## config.mk

```make
export PLATFORM = sky130hd
export DESIGN_NAME = por_dip_reset_gen
export DESIGN_NICKNAME = d
export VERILOG_FILES = /design/src/rtl/por_dip_pkg.sv /design/src/rtl/por_sync.sv /design/src/rtl/por_dip_filter.sv /design/src/rtl/por_stretch.sv /design/src/rtl/por_dip_reset_gen.sv
export SDC_FILE = /design/constraint.sdc
export NUM_CORES = 1
export LEC_CHECK = 0
export CORE_AREA = 2 2 39 41
export DETAILED_ROUTE_END_ITERATION = 8
export DIE_AREA = 0 0 41 43
export GPL_TIMING_DRIVEN = 1
export PLACE_DENSITY = 0.6
export SYNTH_ARGS = -nofsm -noshare
export SYNTH_HDL_FRONTEND = slang
export SYNTH_SLANG_ARGS = --single-unit
```

## constraint.sdc

```tcl
create_clock -name clk -period 1.7 [get_ports clk]
set_input_delay 0.255 -clock clk [delete_from_list [all_inputs] [get_ports clk]]
set_output_delay 0.255 -clock clk [all_outputs]
set_load 0.02 [all_outputs]
```

## src/rtl/por_dip_pkg.sv

```systemverilog
// Package: shared types and width helpers for the supply-dip reset pulse generator.
// Assumes: counter limits are non-negative integers known at elaboration.
package por_dip_pkg;

    // Dip qualifier state: idle after a consumed rise, armed after a long low.
    typedef enum logic {
        QUAL_IDLE  = 1'b0,
        QUAL_ARMED = 1'b1
    } qual_e;

    // Width needed to hold values 0..maxval, never less than one bit.
    function automatic int cnt_width(input int maxval);
        int w;
        w = $clog2(maxval + 1);
        return (w < 1) ? 1 : w;
    endfunction

endpackage

```

## src/rtl/por_sync.sv

```systemverilog
// Module: por_sync
// Brings the asynchronous supply-good level into the clock domain through a
// chain of STAGES flops. Assumes STAGES >= 1. The reset value of 0 means
// "supply below trip".
module por_sync #(
    parameter int STAGES = 2
) (
    input  logic clk,
    input  logic rst_n,
    input  logic d_i,
    output logic q_o
);

    logic [STAGES-1:0] chain;

    for (genvar i = 0; i < STAGES; i++) begin : g_stage
        if (i == 0) begin : g_first
            // First stage: capture the raw asynchronous level.
            always_ff @(posedge clk) begin
                if (!rst_n) chain[0] <= 1'b0;
                else        chain[0] <= d_i;
            end
        end else begin : g_next
            // Later stages: shift the level one flop further.
            always_ff @(posedge clk) begin
                if (!rst_n) chain[i] <= 1'b0;
                else        chain[i] <= chain[i-1];
            end
        end
    end

    assign q_o = chain[STAGES-1];

endmodule

```

## src/rtl/por_dip_filter.sv

```systemverilog
// Module: por_dip_filter
// Measures runs of low synchronized supply. A run longer than MIN_LOW edges
// arms the filter. The next high level then requests one pulse and disarms
// the filter. The filter starts armed after reset, so the first power-up
// rise always fires. Assumes lvl_i is already synchronous to clk.
module por_dip_filter
    import por_dip_pkg::*;
#(
    parameter int MIN_LOW = 8
) (
    input  logic clk,
    input  logic rst_n,
    input  logic lvl_i,
    output logic fire_o
);

    localparam int LOW_W = cnt_width(MIN_LOW + 1);
    localparam logic [LOW_W-1:0] LOW_LIM = LOW_W'(MIN_LOW);

    logic [LOW_W-1:0] low_cnt;
    qual_e            qual_q;

    // Fire request: the level is high while the filter is armed.
    assign fire_o = lvl_i && (qual_q == QUAL_ARMED);

    // Low-run counter: clears on any high cycle and saturates at the limit.
    always_ff @(posedge clk) begin
        if (!rst_n)                low_cnt <= '0;
        else if (lvl_i)            low_cnt <= '0;
        else if (low_cnt != LOW_LIM) low_cnt <= low_cnt + 1'b1;
    end

    // Arm state: armed by a low edge seen with the count at its limit,
    // disarmed once the fire request is consumed.
    always_ff @(posedge clk) begin
        if (!rst_n)                           qual_q <= QUAL_ARMED;
        else if (fire_o)                      qual_q <= QUAL_IDLE;
        else if (!lvl_i && low_cnt == LOW_LIM) qual_q <= QUAL_ARMED;
    end

endmodule

```

## src/rtl/por_stretch.sv

```systemverilog
// Module: por_stretch
// Stretches each fire request into a registered pulse of PULSE_LEN cycles.
// A request that arrives during a pulse reloads the count, so the pulse is
// extended and never cut short. Assumes PULSE_LEN >= 1.
module por_stretch
    import por_dip_pkg::*;
#(
    parameter int PULSE_LEN = 16
) (
    input  logic clk,
    input  logic rst_n,
    input  logic fire_i,
    output logic pulse_o
);

    localparam int CNT_W = cnt_width(PULSE_LEN);
    localparam logic [CNT_W-1:0] RELOAD = CNT_W'(PULSE_LEN - 1);

    logic [CNT_W-1:0] remain;
    logic             pulse_q;

    // Remaining-cycle counter and registered output flag.
    always_ff @(posedge clk) begin
        if (!rst_n) begin
            remain  <= '0;
            pulse_q <= 1'b0;
        end else if (fire_i) begin
            remain  <= RELOAD;
            pulse_q <= 1'b1;
        end else if (remain != '0) begin
            remain  <= remain - 1'b1;
            pulse_q <= 1'b1;
        end else begin
            pulse_q <= 1'b0;
        end
    end

    assign pulse_o = pulse_q;

endmodule

```

## src/rtl/por_dip_reset_gen.sv

```systemverilog
// Module: por_dip_reset_gen (top)
// Supply-dip reset pulse generator. The chain is: synchronizer, then dip
// qualifier, then pulse stretcher. Assumes clk is free-running, SYNC_STAGES
// >= 1 and PULSE_LEN >= 1.
module por_dip_reset_gen #(
    parameter int PULSE_LEN   = 16,
    parameter int MIN_LOW     = 8,
    parameter int SYNC_STAGES = 2
) (
    input  logic clk,
    input  logic rst_n,
    input  logic supply_ok_i,
    output logic por_o
);

    logic supply_sync;
    logic fire;

    por_sync #(.STAGES(SYNC_STAGES)) u_sync (
        .clk   (clk),
        .rst_n (rst_n),
        .d_i   (supply_ok_i),
        .q_o   (supply_sync)
    );

    por_dip_filter #(.MIN_LOW(MIN_LOW)) u_filter (
        .clk    (clk),
        .rst_n  (rst_n),
        .lvl_i  (supply_sync),
        .fire_o (fire)
    );

    por_stretch #(.PULSE_LEN(PULSE_LEN)) u_stretch (
        .clk     (clk),
        .rst_n   (rst_n),
        .fire_i  (fire),
        .pulse_o (por_o)
    );

endmodule

```

==> metrics.md, run 1 <==
| Metric | Value |
|---|---|
| Pre-CTS setup slack | 197 ps |
| Hold Vio Cnt, Final | 0 |
| Crit end category | register |
| FF+latch count, synth | 13 |
| Synth Warn # | 0 |
| R2r worst-path depth | 5 |
| Mapped Cells | 54 |
| Vias post-DR | 360 |
| Synth Area per Inst | 10.1 µm² |
| Final setup viols | 0 |
| Synth async-reset ratio | 0% |
| DR iter-0 viols | 5 |
| Leakage | 0.000253 µW |
| Reg2Reg Capture Point | u_stretch.remain[1]$_SDFFE_PN0P_ |
| Relative slew slack | 80.3% |
| Vias in the first global route | 367 |
| Number of antenna violations at the first check in global routing | 0 |
| Clock Skew | 5.38 ps |
| Fin nets | 68 |
| Gr usage total | 13.3% |
| Top area cells in the synthesized netlist | dfxtp_1 48%, ha_1 6.9%, a21boi_0 5.5% |
| Number of clock sinks | 13 |
| Psw | 291 µW |
| First-pass GRT wire length | 1.52 mm |
| Run status | completed |
| Wire length per cell | 10.3 µm |
| Area Overhead vs Synth | 14.7% |
| Sequential share of the synthesized area | 47.7% |
| Initial core utilization | 39.4% |
| Synth cell types | 23 |
| Final wirelength | 796 µm |
| Syn Std Cell Area | 546 µm² |
| WP data arrival | 1680 ps |
| Post-synth top area cell | dfxtp_1 |
| Peak supply drop | 764 µV |
| RSZ-0062 raised after global routing | no |
| Die area | 1760 µm² |
| Ant diodes | 0 |
| Vias/cell | 4.68 |
| Worst Path Required | 1910 ps |
| Peak Freq | 679 MHz |
| Period utilization | 86.6% |
| Hold wc startpoint | u_sync.chain[0]$_SDFF_PN0_ |
| Cell row count | 14 |
| Chip height | 43 µm |
| Min-delay worst type | reg -> reg |
| Final Critical Period | 1470 ps |
| Logic gate share of total power | 35.9% |
| CORE AREA | 1380 µm² |
| H-tree levels | 1 |
| Crit Path Category | reg -> reg |
| DP Area | 592 µm² |
| Number of synthesized flops with an enable pin | 0 |
| CTS Buf Count | 3 |
| Yosys top cell area share | 47.7% |
| Crit-path max FO | 4 |
| Synth Flop Type | dfxtp_1 |
| Switching power share of the total | 30.7% |
| Clk pwr share | 19.8% |
| Clock buffer depth | 2 |
| Placer Congestion | 0.739 |
| Top-level port count | 4 |
| Seq pwr share | 44.3% |
| Net Count, Synth | 60 |
| Fin. max-slew vios | 0 |
| Port Buf Inserts | 3 |
| Design Area, Final | 626 µm² |
| First-pass detailed-route iteration total | 4 |
| Setup TNS | 0 ps |
| Share of cells above drive strength 1 | 9.84% |
| Residual DRC | 0 |
| Pwr Density | 1520 nW/µm² |
| TritonCTS clock tree | built |
| Fin worst setup slack | 228 ps |
| Crit path to | u_stretch.remain[1]$_SDFFE_PN0P_ |
| CP startpoint | u_stretch.remain[0]$_SDFFE_PN0P_ |
| Clock slew at reported path FFs | 80 ps |
| Die X-Extent | 41 µm |
| Root Buffer | clkbuf_4 |
| Largest net degree at the start of global routing | 11 |
| Reg-to-reg startpoint | u_stretch.remain[0]$_SDFFE_PN0P_ |
| Grt total ovfl | 0 |
| Worst-Margin Slew | 295 ps |
| Pint | 658 µW |
| Fillers | 132 |
| R2r setup slk | 230 ps |
| Clock insertion delay at the later pin of the skew report | 270 ps |
| Type of origin of the critical path | register |
| # Max-Cap Violations | 0 |
| Final ANT Viol Nets | 0 |
| Seq. cell area | 260 µm² |
| Footprint of the multi-input gates | 263 µm² |
| Post-DP HPWL | 541 µm |
stage by stage:
step | hold slack, ps | instances | utilization (%) | power, µW
after detailed placement | 419 | 72 | 42.8 | 736
after global placement | 415 | 72 | 42.8 | 735
after global routing | 451 | 77 | 45.2 | 1030
final | 437 | 77 | 45.2 | 949
after CTS | 439 | 76 | 44.7 | 930
after floorplan | 331 | 54 | - | 670
cell usage after synthesis, types with 2 or more instances:
| cell | instances |
|---|---|
| inv_1 | 5 |
| a21boi_0 | 4 |
| or3_1 | 2 |
| xnor2_1 | 3 |
| and2_1 | 2 |
| ha_1 | 3 |
| o21ai_0 | 2 |
| nand3_1 | 2 |
| nor2_1 | 5 |
| dfxtp_1 | 13 |
power groups by stage:
stage	sequential [µW]	clock, µW	combinational, µW
floorplan	429	0	241
global placement	426	0	308
detailed placement	427	0	308
CTS	420	194	317
global route	431	214	386
finish	420	188	341
cells by family after synthesis:
| family | Yosys count | share of synthesized area, % |
|---|---|---|
| simple gates | 17 | 20.0 |
| flops | 13 | 47.7 |
| compound gates | 9 | 11.0 |
| buf+inv | 6 | 4.13 |
| xor+xnor | 4 | 6.42 |
| fa+ha+maj | 3 | 6.88 |
| mux | 2 | 3.90 |
flip-flops by register name, indices dropped and copies added (netlist names):
register,cells
u_stretch.remain,5
u_filter.low_cnt,4
u_stretch.pulse_o,1
u_filter.qual_q,1
u_sync.q_o,1
u_sync.chain,1
per-layer routing:
metal  GRT usage (%)  share of wire, %  vias up  wire length, µm
met2            16.9                42        6              335
met4            10.0               1.8        0               14
li1                -                 -      194                -
met1            17.6                52      158              413
met5               0                 0        -                0
met3            4.71               4.0        2               32
worst min path at each step:
stage / to / slack [ps] / depth (start not counted)
2_1_floorplan: u_filter.qual_q$_SDFFE_PN1P_ / 330 / 1
3_3_place_gp: u_sync.q_o$_SDFF_PN0_ / 410 / 1
3_5_place_dp: u_sync.q_o$_SDFF_PN0_ / 420 / 1
4_1_cts: u_sync.q_o$_SDFF_PN0_ / 440 / 1
5_1_grt: u_sync.q_o$_SDFF_PN0_ / 450 / 1
6_report: u_sync.q_o$_SDFF_PN0_ / 440 / 1
cell type report:
class / instances / area share [%]
multi-input cells: 35 / 42.0
flip-flops and latches: 13 / 41.6
repair buffers: 4 / 6.00
clock buffers: 4 / 4.20
well taps: 16 / 3.20
inverters: 5 / 3.00
timing repair:
| action | CTS | global route |
|---|---|---|
| hold endpoints to repair | 0 | 0 |
| hold buffers | 0 | 0 |
| endpoints found under the setup margin | 0 | 1 |
| setup buffers | 0 | 1 |
| resized for setup | 0 | 0 |
cell usage in the layout, fill, tap and decap left out:
| cell type | count |
|---|---|
| or3_1 | 2 |
| nand3_1 | 2 |
| inv_1 | 5 |
| mux2i_1 | 1 |
| nor3b_1 | 1 |
| nand2b_1 | 1 |
| nand2_1 | 1 |
| clkdlybuf4s50_1 | 3 |
| clkbuf_1 | 1 |
| o21ai_0 | 2 |
| buf_4 | 1 |
| a21oi_1 | 1 |
| a21boi_1 | 1 |
| xor2_1 | 1 |
| and3b_1 | 1 |
| nor4b_4 | 1 |
| mux2_2 | 1 |
| ha_1 | 3 |
| o21a_1 | 1 |
| clkbuf_4 | 3 |
| a21boi_0 | 4 |
| xnor2_1 | 3 |
| dfxtp_1 | 13 |
| nor2_1 | 5 |
| nor3_1 | 1 |
| and2_1 | 2 |
worst max-delay path, cell delays in order (launching register included):
cell and delay, ps:
dfxtp_1 310, inv_1 80, ha_1 210, nor4b_4 290, mux2_2 370, a21boi_0 140
(Power assumes the default switching activity.)
==> run 2, diff against run 1 <==
PLACE_DENSITY = unset   (was 0.6)
==> results of run 2 <==
The final DEF is identical to that of run 1; final timing and power are the same.
